`src/rtl/arb_pkg.sv`:
```
package arb_pkg;
  localparam logic [1:0] TR_IDLE   = 2'b00;
  localparam logic [1:0] TR_BUSY   = 2'b01;
  localparam logic [1:0] TR_NONSEQ = 2'b10;

  localparam logic [1:0] ST_IDLE  = 2'b00;
  localparam logic [1:0] ST_WRITE = 2'b01;
  localparam logic [1:0] ST_OTHER = 2'b10;
endpackage

```
`src/rtl/arb_rr_pick.sv`:
```
module arb_rr_pick #(
  parameter int N_MST = 3,
  parameter int IW    = 2
) (
  input  logic [N_MST-1:0] req_i,
  input  logic [IW-1:0]    start_i,
  output logic             found_o,
  output logic [IW-1:0]    idx_o
);
  always_comb begin
    found_o = 1'b0;
    idx_o   = '0;
    for (int k = 0; k < N_MST; k++) begin
      int j;
      j = int'(start_i) + k;
      if (j >= N_MST) j = j - N_MST;
      if (j >= N_MST) j = j - N_MST;
      if (!found_o && req_i[j]) begin
        found_o = 1'b1;
        idx_o   = IW'(j);
      end
    end
  end
endmodule

```
`src/rtl/arb_trans_mux.sv`:
```
module arb_trans_mux #(
  parameter int N_MST = 3,
  parameter int IW    = 2
) (
  input  logic [IW-1:0]      owner_i,
  input  logic [2*N_MST-1:0] mst_trans_i,
  output logic [1:0]         bus_trans_o
);
  import arb_pkg::*;
  always_comb begin
    bus_trans_o = TR_IDLE;
    for (int i = 0; i < N_MST; i++)
      if (owner_i == IW'(i)) bus_trans_o = mst_trans_i[2*i +: 2];
  end
endmodule

```
`src/rtl/arb_gnt_dec.sv`:
```
module arb_gnt_dec #(
  parameter int N_MST = 3,
  parameter int IW    = 2
) (
  input  logic [IW-1:0]    owner_i,
  output logic [N_MST-1:0] gnt_o
);
  for (genvar i = 0; i < N_MST; i++) begin : g_dec
    assign gnt_o[i] = (owner_i == IW'(i));
  end
endmodule

```
`src/rtl/rr_bus_arbiter.sv`:
```
module rr_bus_arbiter #(
  parameter int N_MST = 3,
  localparam int OWN_W = $clog2(N_MST + 1)
) (
  input  logic               clk_i,
  input  logic               rst_ni,
  input  logic [N_MST-1:0]   req_i,
  input  logic [2*N_MST-1:0] mst_trans_i,
  input  logic [2*N_MST-1:0] mst_stat_i,
  output logic [N_MST-1:0]   gnt_o,
  output logic [OWN_W-1:0]   owner_o,
  output logic [1:0]         bus_trans_o
);
  import arb_pkg::*;

  localparam logic [OWN_W-1:0] DEF_OWN = OWN_W'(N_MST);
  localparam logic [OWN_W-1:0] LAST    = OWN_W'(N_MST - 1);

  logic [OWN_W-1:0] own_q, own_d, ptr_q, ptr_d, nxt_start;
  logic [N_MST-1:0] own_mask, req_oth;
  logic [1:0]       hold_stat;
  logic             hold_req, is_def, rel_pt;
  logic             idle_found, hand_found;
  logic [OWN_W-1:0] idle_idx, hand_idx;

  assign is_def    = (own_q == DEF_OWN);
  assign nxt_start = (own_q == LAST) ? '0 : own_q + 1'b1;

  always_comb begin
    hold_stat = ST_OTHER;
    hold_req  = 1'b0;
    for (int i = 0; i < N_MST; i++) begin
      own_mask[i] = (own_q == OWN_W'(i));
      if (own_mask[i]) begin
        hold_stat = mst_stat_i[2*i +: 2];
        hold_req  = req_i[i];
      end
    end
  end
  assign req_oth = req_i & ~own_mask;

  arb_rr_pick #(.N_MST(N_MST), .IW(OWN_W)) u_pick_idle (
    .req_i(req_i), .start_i(ptr_q), .found_o(idle_found), .idx_o(idle_idx));

  arb_rr_pick #(.N_MST(N_MST), .IW(OWN_W)) u_pick_hand (
    .req_i(req_oth), .start_i(nxt_start), .found_o(hand_found), .idx_o(hand_idx));

  arb_trans_mux #(.N_MST(N_MST), .IW(OWN_W)) u_mux (
    .owner_i(own_q), .mst_trans_i(mst_trans_i), .bus_trans_o(bus_trans_o));

  arb_gnt_dec #(.N_MST(N_MST), .IW(OWN_W)) u_dec (
    .owner_i(own_q), .gnt_o(gnt_o));

  assign rel_pt = (hold_stat == ST_WRITE) &&
                  (bus_trans_o == TR_IDLE || bus_trans_o == TR_BUSY);

  always_comb begin
    own_d = own_q;
    ptr_d = ptr_q;
    if (is_def) begin
      if (idle_found) own_d = idle_idx;
    end else if (rel_pt) begin
      if (hand_found)       own_d = hand_idx;
      else if (req_i == '0) own_d = DEF_OWN;
    end else if (hold_stat == ST_IDLE && bus_trans_o == TR_IDLE && !hold_req && hand_found) begin
      own_d = hand_idx;
    end else if (bus_trans_o == TR_IDLE && req_i == '0) begin
      own_d = DEF_OWN;
    end
    // pointer moves past every newly granted master
    if (own_d != own_q && own_d != DEF_OWN)
      ptr_d = (own_d == LAST) ? '0 : own_d + 1'b1;
  end

  always_ff @(posedge clk_i or negedge rst_ni) begin
    if (!rst_ni) begin
      own_q <= DEF_OWN;
      ptr_q <= '0;
    end else begin
      own_q <= own_d;
      ptr_q <= ptr_d;
    end
  end

  assign owner_o = own_q;
endmodule

```
`config.mk`:
```
export PLATFORM = sky130hd
export DESIGN_NAME = rr_bus_arbiter
export DESIGN_NICKNAME = d
export VERILOG_FILES = /design/src/rtl/arb_pkg.sv /design/src/rtl/arb_rr_pick.sv /design/src/rtl/arb_trans_mux.sv /design/src/rtl/arb_gnt_dec.sv /design/src/rtl/rr_bus_arbiter.sv
export SDC_FILE = /design/constraint.sdc
export NUM_CORES = 1
export LEC_CHECK = 0
export BUFFER_PORTS_ARGS = -buffer_cell sky130_fd_sc_hd__buf_2
export CAP_MARGIN = 0
export CORE_MARGIN = 1
export CORE_UTILIZATION = 39
export CTS_BUF_LIST = sky130_fd_sc_hd__clkbuf_8
export CTS_CLUSTER_DIAMETER = 80
export CTS_CLUSTER_SIZE = 14
export DETAILED_ROUTE_END_ITERATION = 8
export PLACE_DENSITY = 0.67
export SLEW_MARGIN = 20
export SYNTH_ARGS = -nofsm -noshare
export SYNTH_HDL_FRONTEND = slang
export SYNTH_HIERARCHICAL = 1
export SYNTH_SLANG_ARGS = --single-unit
```
`constraint.sdc`:
```
create_clock -name clk_i -period 4.37 [get_ports clk_i]
set_input_delay 1.0925 -clock clk_i [delete_from_list [all_inputs] [get_ports clk_i]]
set_output_delay 1.0925 -clock clk_i [all_outputs]
set_load 0.02 [all_outputs]
```
-- Word level (Yosys, flattened, before mapping)
Index checks and enable logic that the tools add are counted.
- bits in registers: 4
- latch bits: 0
- bits in writable memories: 0
- ROM bits: 0
- bits of input ports: 17
- output and inout bits: 7
- word-level logic and storage cells: 128
- memories kept: 0
- add/sub/neg operators: 18
- $mul: 0
- divide/modulo/power cells: 0
- $lt $le $gt $ge: 18
- equality and inequality tests: 8
- shifts and indexed selects: 0
- mux-type cells: 60
- bitwise operators: 2
- reduce and logical (&&, ||, !) cells: 20
- operators by type and width (kind ; number):
    $mux 32 ; 12
    $ge 32x3->1 const B ; 10
    $sub 32x3->32 const B ; 10
    $lt 32x4->1 const B ; 6
    $mux 2 ; 21
    $mux 1 ; 21
    $bmux 1 s2 ; 6
    $logic_and 1x1->1 ; 10
    $add 2x1->3 const B ; 2
    $add 2x2->3 const B ; 2
    $eq 2x1->1 const B ; 3
    $eq 2x2->1 const B ; 3
    $logic_not 2->1 ; 3
    $sub 2x2->3 const B ; 2
    $logic_not 1->1 ; 5
    $add 2x1->2 const B ; 2
    $ge 2x2->1 const B ; 2
    $and 3x3->3 ; 1
    $logic_not 3->1 ; 1
    $not 3->3 ; 1
    $ne 2x2->1 ; 1
    $ne 2x2->1 const B ; 1
    $logic_or 1x1->1 ; 1

-- Depth between registers and ports, before layout
Gate-level depths: netlist (run 1).
- depth after elaboration: 22
- mapped depth: 17
- gate-level depth less buffers: 15

-- Cells and area by module
The synthesis (run 1) kept the hierarchy.
- by module, submodules not included (module ; times used ; cells an instance ; area an instance (sq um) ; sequential area each (sq um)):
    rr_bus_arbiter ; 1 ; 72 ; 551.8 ; 102.6
    arb_rr_pick ; 2 ; 32 ; 251.5 ; 0.0
    arb_trans_mux ; 1 ; 5 ; 43.8 ; 0.0
    arb_gnt_dec ; 1 ; 3 ; 18.8 ; 0.0

-- Least setup slack after synthesis (run 1)
No wires, ideal clock.
- path kind: reg-to-reg
- from: register own_q[1] (netlist: owner_o[1])
- to: register ptr_q[1]
- library setup time: 0.126 ns
- data arrival time: 3.295 ns
- data required time: 4.244 ns
- path slack: 0.949 ns
- stages on the path, launching flop included: 16
- path buffers: 3
- period minus slack after synthesis: 3.421 ns
- cell sequence: dfstp_2 > buf_6 > clkbuf_1 > nor2_1 > inv_1 > ha_1 > buf_6 > nor2b_2 > o21ai_1 > nand4b_1 > o31ai_1 > nor4_1 > a221o_1 > o211ai_2 > a21boi_1 > a311o_1
- cells in the longest elaborated chain, start to end: 22
- RTL lines (element ; line ; text):
    start: declaration ; rr_bus_arbiter.sv:19 ; logic [OWN_W-1:0] own_q, own_d, ptr_q, ptr_d, nxt_start;
    start signal: assignment ; rr_bus_arbiter.sv:80 ; own_q <= own_d;
    $eq 2x2->1 * ; rr_bus_arbiter.sv:27 ; assign nxt_start = (own_q == LAST) ? '0 : own_q + 1'b1;
    $mux 2 * ; rr_bus_arbiter.sv:27 ;
    net nxt_start[0] ; rr_bus_arbiter.sv:19 ;
    parallel branches: the longest is 13 deep, another holds $sub 32x3->32 ; n/a ;
    $mux 1 * ; arb_rr_pick.sv:18 ; if (!found_o && req_i[j]) begin
    net hand_found ; rr_bus_arbiter.sv:23 ; logic idle_found, hand_found;
    $logic_and 1x1->1 ; rr_bus_arbiter.sv:65 ; end else if (hold_stat == ST_IDLE && bus_trans_o == TR_IDLE && !hold_req && hand_found) begin
    $mux 2 ; rr_bus_arbiter.sv:65 ;
    $mux 2 * ; rr_bus_arbiter.sv:62 ; end else if (rel_pt) begin
    $mux 2 * ; rr_bus_arbiter.sv:60 ; if (is_def) begin
    $add 2x1->2 (tied with other cells) ; rr_bus_arbiter.sv:72 ; ptr_d = (own_d == LAST) ? '0 : own_d + 1'b1;
    $mux 2 / $logic_and 1x1->1 (equally long branches) ; rr_bus_arbiter.sv:72, rr_bus_arbiter.sv:71 ;
    end signal: assignment ; rr_bus_arbiter.sv:81 ; ptr_q <= ptr_d;
    end: declaration ; rr_bus_arbiter.sv:19 ;
Mark *: on every way through the listed nets, which the timed path passes. The select of a mux whose other input is x is not followed.
A chain may end at the register's enable or synchronous reset.

-- Final worst setup path (run 1)
- from: input req_i[2]
- to: register ptr_q[1]
- RTL lines (element ; line ; text):
    start: declaration ; rr_bus_arbiter.sv:7 ; input logic [N_MST-1:0] req_i,
    $and 3x3->3 * ; rr_bus_arbiter.sv:40 ; assign req_oth = req_i & ~own_mask;
    net req_oth[2] ; rr_bus_arbiter.sv:20 ; logic [N_MST-1:0] own_mask, req_oth;
    $bmux 1 s2 ; arb_rr_pick.sv:18 ;
    $mux 1 (not written as such) (2 in a row) ; arb_rr_pick.sv:18 ;
    $mux 1 ; arb_rr_pick.sv:18 ;
    $logic_not 1->1 ; arb_rr_pick.sv:18 ;
    $logic_and 1x1->1 ; arb_rr_pick.sv:18 ;
    $mux 1 ; arb_rr_pick.sv:18 ;
    $logic_not 1->1 ; arb_rr_pick.sv:18 ;
    $logic_and 1x1->1 ; arb_rr_pick.sv:18 ;
    $mux 2 * ; arb_rr_pick.sv:18 ;
    net hand_idx[1] ; rr_bus_arbiter.sv:24 ; logic [OWN_W-1:0] idle_idx, hand_idx;
    $mux 2, on equally long branches ; rr_bus_arbiter.sv:65, rr_bus_arbiter.sv:63 ;
    $mux 2 * ; rr_bus_arbiter.sv:62 ;
    $mux 2 * ; rr_bus_arbiter.sv:60 ;
    $add 2x1->2 (tied with other cells) ; rr_bus_arbiter.sv:72 ;
    $mux 2 / $logic_and 1x1->1 (equally long branches) ; rr_bus_arbiter.sv:72, rr_bus_arbiter.sv:71 ;
The timed path passes the listed nets; every way through them passes the cells marked *. The select of a mux whose other input is x is not followed.

==> out/results.tsv, run 1 <==
stage	metric	value	unit
status	status	finished clean	
global_routing	grt_max_degree	24	
timing	slew_headroom	48.6	%
worst_setup_path	cp.arrival	3880	ps
routing	ant_nets	0	
logic_synthesis	ys_seq_elements	4	
die	placeableCoreArea	2730	sq um
logic_synthesis	netlist_area	1120	sq um
worst_setup_path	worst_setup_path_startpoint	req_i[2]	
placement	gp_congestion	0.790	
logic_synthesis	avgSynthCellArea	7.76	sq um
layout	finish.utilization	45.7	%
routing	vias	1156	
timing	worst_pin_slew	764	ps
hold_path	hold_class	reg2reg	
layout	area_delta_synth_final	11.8	%
timing	slew_violations	0	
placement	portBuffers	23	
layout	antenna_cells	0	
power	sw_frac_of_total	54.0	%
timing	period_share	86.5	%
logic_synthesis	synth_area_leaders	mux2i_1, ha_1, buf_6	
cts	clk_latency	220	ps
die	die-area	3080	sq um
layout	fill_cells	271	
global_routing	grt_pass1_wl	4400	um
worst_setup_path	worstSetupStartpointType	input pin	
routing	firstDrtPassIters	4	
power	vdd.ir_drop.worst	0.000519	V
power	power	0.00111	W
cts	postCtsSetupRepairBufs	0	
timing	tns	0	ps
layout	final_common_cell	buf_2	
cts	clock_sinks	4	
die	fp.dieH	55.5	um
worst_setup_path	reg2reg_setup_slack	690	ps
timing	finalHoldViolCount	0	
worst_setup_path	cp.required	4470	ps
layout	fin_nets	189	
worst_setup_path	cpPeakStageDelay	650	ps
logic_synthesis	synth_fp_nets	167	
cts	cts_root_buffer	clkbuf_8	
power	p_per_area	886	nW/um^2
worst_setup_path	path_cells	buf_2, a21boi_0, o21ai_1, a311oi_1, o32a_1, nor2b_1, or2_1, a32oi_1, o21ai_0, a311o_1	
routing	drt_iter0_drc	35	
timing	period_minus_slack	3780	ps
timing	rsz0062_at_grt	no	
layout	drive_gt1_share	26.2	%
worst_setup_path	timing.critical_path.to	ptr_q[1]	
logic_synthesis	yosysTopAreaCellShare	8.96	%
worst_setup_path	reg2reg_to	ptr_q[1]	
worst_setup_path	crit_cells	10	
global_routing	grt_usage	16.9	%
worst_setup_path	cp_num_buf_inv	1	
timing	fmax	265	MHz
worst_setup_path	critPathCaptureType	flop	
placement	dpl.hpwl	2030	um
timing	finalWorstSetupSlack	590	ps
power	p_int	0.000509	W
power	p_switching	0.000598	W
cts	cts_hold_buf	0	
die	io-pin-count	24	
worst_setup_path	cpMaxStageDelayCell	a21boi_0	
power	leakage	0.538	nW
placement	dpl_worst_slack	429	ps
logic_synthesis	ys_seq_area_share	9.18	%
cts	clock_path_buffers	2	
routing	drt_wl_total	2630	um
routing	drc	0	
worst_setup_path	critical_path.top_delay_family	compound AO/OA/AOI/OAI gates	
cts	cts_max_level	1	
cts	cts.repair.resized	0	
worst_setup_path	path_max_fanout	9	
layout	final_cell_mix	buf_2, nor2_1, nand2_1	
timing	holdWs	646	ps
run	drv_cap	0	
timing	setup_viol	0	
die	dieWidth	55.5	um
die	start_util	40.9	%
cts	cts_buffers	3	
worst_setup_path	worstReg2RegStart	owner_o[0]	
global_routing	first_global_vias	1034	
logic_synthesis	yosys_warnings	6	
logic_synthesis	ys_types	49	
global_routing	antenna_found_initial	0	
cts	clk_pin_slew	30	ps
power	comb_power_share	81.9	%
routing	vias_per_cell	5.93	
cts	cts_tree	yes	
timing	fin_worst_skew	6.94	ps
power	seq_power_share	11.0	%
worst_setup_path	critPathKind	in2reg	
worst_setup_path	ff2ff_path_depth	10	
global_routing	grt_overflow	0	
power	power_frac_clock	7.1	%
routing	wl_per_cell	13.5	um
logic_synthesis	yosysTopAreaCell	mux2i_1	
die	std_cell_rows	19	
logic_synthesis	synthCells	144	
[power groups by stage]
stage / combinational, W / clock, W / sequential (W)
final: 0.000907 / 0.0000783 / 0.000122
after global routing: 0.000997 / 0.0000814 / 0.000130
after CTS: 0.000896 / 0.0000806 / 0.000122
after detailed placement: 0.000889 / 0 / 0.000122
after global placement: 0.000868 / 0 / 0.000120
after floorplan: 0.000784 / 0 / 0.000108
[metal layers]
| metal | up-vias | part of all wire (%) | track usage, % |
|---|---|---|---|
| met5 | - | 0 | 0 |
| met4 | 0 | 0.53 | 5.36 |
| met3 | 2 | 2.9 | 0.234 |
| met2 | 29 | 52 | 29.3 |
| met1 | 546 | 45 | 22.9 |
| li1 | 579 | - | - |
[worst min path at each step]
stage | from | end | cells past startpoint
after floorplan | ptr_q[0] | ptr_q[0] | 2
after global placement | ptr_q[0] | ptr_q[0] | 2
after detailed placement | ptr_q[0] | ptr_q[0] | 2
after CTS | ptr_q[0] | ptr_q[0] | 2
after global routing | rst_ni | ptr_q[1] | 1
final | ptr_q[0] | ptr_q[0] | 2
[synthesized netlist by cell type (all sizes together)]
cell	number
nor2	16
nand2	12
mux2i	10
inv	9
nor2b	8
o21ai	8
buf	6
ha	6
nand3b	5
o211ai	5
a21oi	4
nand2b	4
nor3	4
o31ai	4
and2b	3
o31a	3
a21boi	2
a311oi	2
a31oi	2
dfrtp	2
dfstp	2
nand3	2
nand4b	2
nor3b	2
nor4	2
o2bb2ai	2
o32a	2
a221o	1
a22o	1
a2bb2oi	1
a311o	1
a32oi	1
and2	1
clkbuf	1
mux2	1
nand4	1
o211a	1
o21a	1
o221ai	1
o22a	1
o22ai	1
or2	1
[kinds of logic (layout without fill, tap and decap cells)]
logic type                 count (synthesis)  count (layout)  synth area share (%)
muxes                                     11              11                  10.3
adders and majority gates                  6               6                  6.72
and+or+nand+nor                           63              63                  34.3
AOI/OAI and AO/OA                         44              44                  30.1
buffers and inverters                     16              36                  9.41
DFF                                        4               4                  9.18
[cell type report]
cell class                      instances  area (sq um)  area share (%)
Clock buffer                            3          41.3            3.31
Sequential cell                         4           103            8.22
Inverter                                9          33.8            2.71
Timing Repair Buffer                   24           123            9.82
Multi-Input combinational cell        124           910            72.8
Tap cell                               31          38.8            3.11
[state kept, by name (all words and copies together), names as in the netlist]
name / flops
owner_o: 2
ptr_q: 2
[through the flow]
| step | std cells | area [sq um] |
|---|---|---|
| 6_report | 195 | 1250 |
| 4_1_cts | 195 | 1250 |
| 3_3_place_gp | 192 | 1210 |
| 2_1_floorplan | 144 | 1120 |
| 3_5_place_dp | 192 | 1210 |
| 5_1_grt | 195 | 1250 |
[tightest hold or removal path: cells and delay by family (launching register included)]
| kind | cells | cell delay [ps] |
|---|---|---|
| DFF | 1 | 430 |
| and+or+nand+nor | 1 | 100 |
| AOI/OAI and AO/OA | 1 | 60 |
Note: power is estimated with default switching activity, not from simulation.
==> run 2: changes to the inputs <==
Settings changed: CTS_CLUSTER_SIZE 14 to unset, REMOVE_ABC_BUFFERS set to 1.
==> out/results.tsv, run 2 (synthesis gave the netlist of run 1 again) <==
stage	metric	value	unit
status	status	finished clean	
global_routing	first_global_vias	1051	
routing	wl_per_cell	13.2	um
cts	cts_hold_buf	0	
routing	vias_per_cell	5.93	
die	std_cell_rows	19	
global_routing	grt_max_degree	24	
worst_setup_path	critPathKind	in2reg	
timing	tns	0	ps
layout	area_delta_synth_final	12.1	%
routing	ant_nets	0	
global_routing	grt_overflow	0	
die	fp.dieH	55.5	um
cts	cts_buffers	3	
worst_setup_path	worstReg2RegStart	owner_o[0]	
power	seq_power_share	10.9	%
routing	drt_iter0_drc	43	
layout	postLayoutCellArea	1250	sq um
power	leakage	0.543	nW
global_routing	grt_pass1_wl	4110	um
cts	cts_max_level	1	
power	sw_frac_of_total	53.8	%
routing	firstDrtPassIters	4	
layout	fill_cells	271	
power	p_switching	0.000594	W
die	start_util	40.9	%
global_routing	antenna_found_initial	0	
die	io-pin-count	24	
routing	drt_wl_total	2590	um
timing	finalHoldViolCount	0	
routing	drc	0	
hold_path	hold_class	reg2reg	
placement	gp_congestion	0.822	
power	p_int	0.000510	W
timing	period_minus_slack	3740	ps
run	drv_cap	0	
routing	vias	1162	
die	dieWidth	55.5	um
placement	portBuffers	23	
worst_setup_path	cpPeakStageDelay	610	ps
global_routing	grt_usage	15.8	%
power	comb_power_share	81.7	%
hold_path	hold_start	ptr_q[0]	
placement	dpl_cell_area	1210	sq um
die	die-area	3080	sq um
timing	slew_headroom	51.8	%
die	placeableCoreArea	2730	sq um
layout	drive_gt1_share	26.1	%
worst_setup_path	worstSetupStartpointType	input pin	
worst_setup_path	cpMaxStageDelayCell	a21boi_0	
worst_setup_path	path_max_fanout	9	
cts	postCtsSetupRepairBufs	0	
timing	period_share	85.6	%
worst_setup_path	worst_setup_path_startpoint	req_i[2]	
worst_setup_path	cp.required	4470	ps
cts	clk_pin_slew	40	ps
power	power_frac_clock	7.3	%
timing	fmax	267	MHz
cts	clock_path_buffers	2	
worst_setup_path	path_cells	buf_2, a21boi_0, o21ai_1, a311oi_1, o32a_1, nor2b_1, or2_1, a32oi_1, o31a_1, a21oi_1, a311o_1	
timing	fin_worst_skew	7.89	ps
power	p_per_area	881	nW/um^2
layout	final_common_cell	buf_2	
cts	cts_tree	yes	
cts	clock_sinks	4	
placement	dpl.hpwl	2040	um
cts	cts_root_buffer	clkbuf_8	
cts	clk_latency	220	ps
timing	rsz0062_at_grt	no	
power	vdd.ir_drop.worst	0.000626	V
layout	final_cell_mix	buf_2, nor2_1, nand2_1	
layout	antenna_cells	0	
timing	slew_violations	0	
layout	fin_nets	189	
worst_setup_path	cp.arrival	3840	ps
timing	setup_viol	0	
cts	cts.repair.resized	0	
worst_setup_path	critPathCaptureType	flop	
timing	worst_pin_slew	717	ps
## run 2: path summary, 6_finish.rpt
kind	end	cells after the start	slack, ps
max in group asynchronous	owner_o[1]	1	3490
max reg2reg	ptr_q[1]	12	710
min reg2reg	ptr_q[0]	2	630
min in group asynchronous	ptr_q[1]	1	670
max	ptr_q[1]	11	630
min	ptr_q[0]	2	630
## run 2: cell type report
class | instances | area [sq um] | share of cell area [%]
clock inverters | 1 | 3.75 | 0.300
clock buffers | 3 | 41.3 | 3.30
flip-flops and latches | 4 | 103 | 8.19
well taps | 31 | 38.8 | 3.10
multi-input cells | 124 | 910 | 72.6
inverters | 9 | 33.8 | 2.70
repair buffers | 24 | 123 | 9.79
## run 2: critical path, delay by kind of cell
kind | cells | cell delay [ps]
buffers and inverters | 1 | 170
AOI/OAI and AO/OA | 8 | 2270
and+or+nand+nor | 2 | 300
## run 2: power groups by stage
stage | clock, W | sequential, W | combinational, W
2_1_floorplan | 0 | 0.000129 | 0.000693
3_3_place_gp | 0 | 0.000119 | 0.000868
3_5_place_dp | 0 | 0.000122 | 0.000887
4_1_cts | 0.0000836 | 0.000121 | 0.000892
5_1_grt | 0.0000832 | 0.000127 | 0.000986
6_report | 0.0000808 | 0.000121 | 0.000902
## run 2: routing by layer
metal  track usage [%]  wire, um  up-vias
met5                 0         0        -
met4              6.43        15        0
met3                 0        92        4
met2              29.4      1370       40
met1              19.1      1110      540
li1                  -         -      578
## run 2: stage by stage
step	instances	utilization (%)	power [W]	hold slack, ps	worst slack (ps)
finish	196	45.8	0.00110	629	628
floorplan	137	-	0.000822	580	1070
detailed placement	192	44.2	0.00101	637	448
CTS	196	45.8	0.00110	640	681
global route	196	45.8	0.00120	674	363
global placement	192	44.2	0.000987	610	624
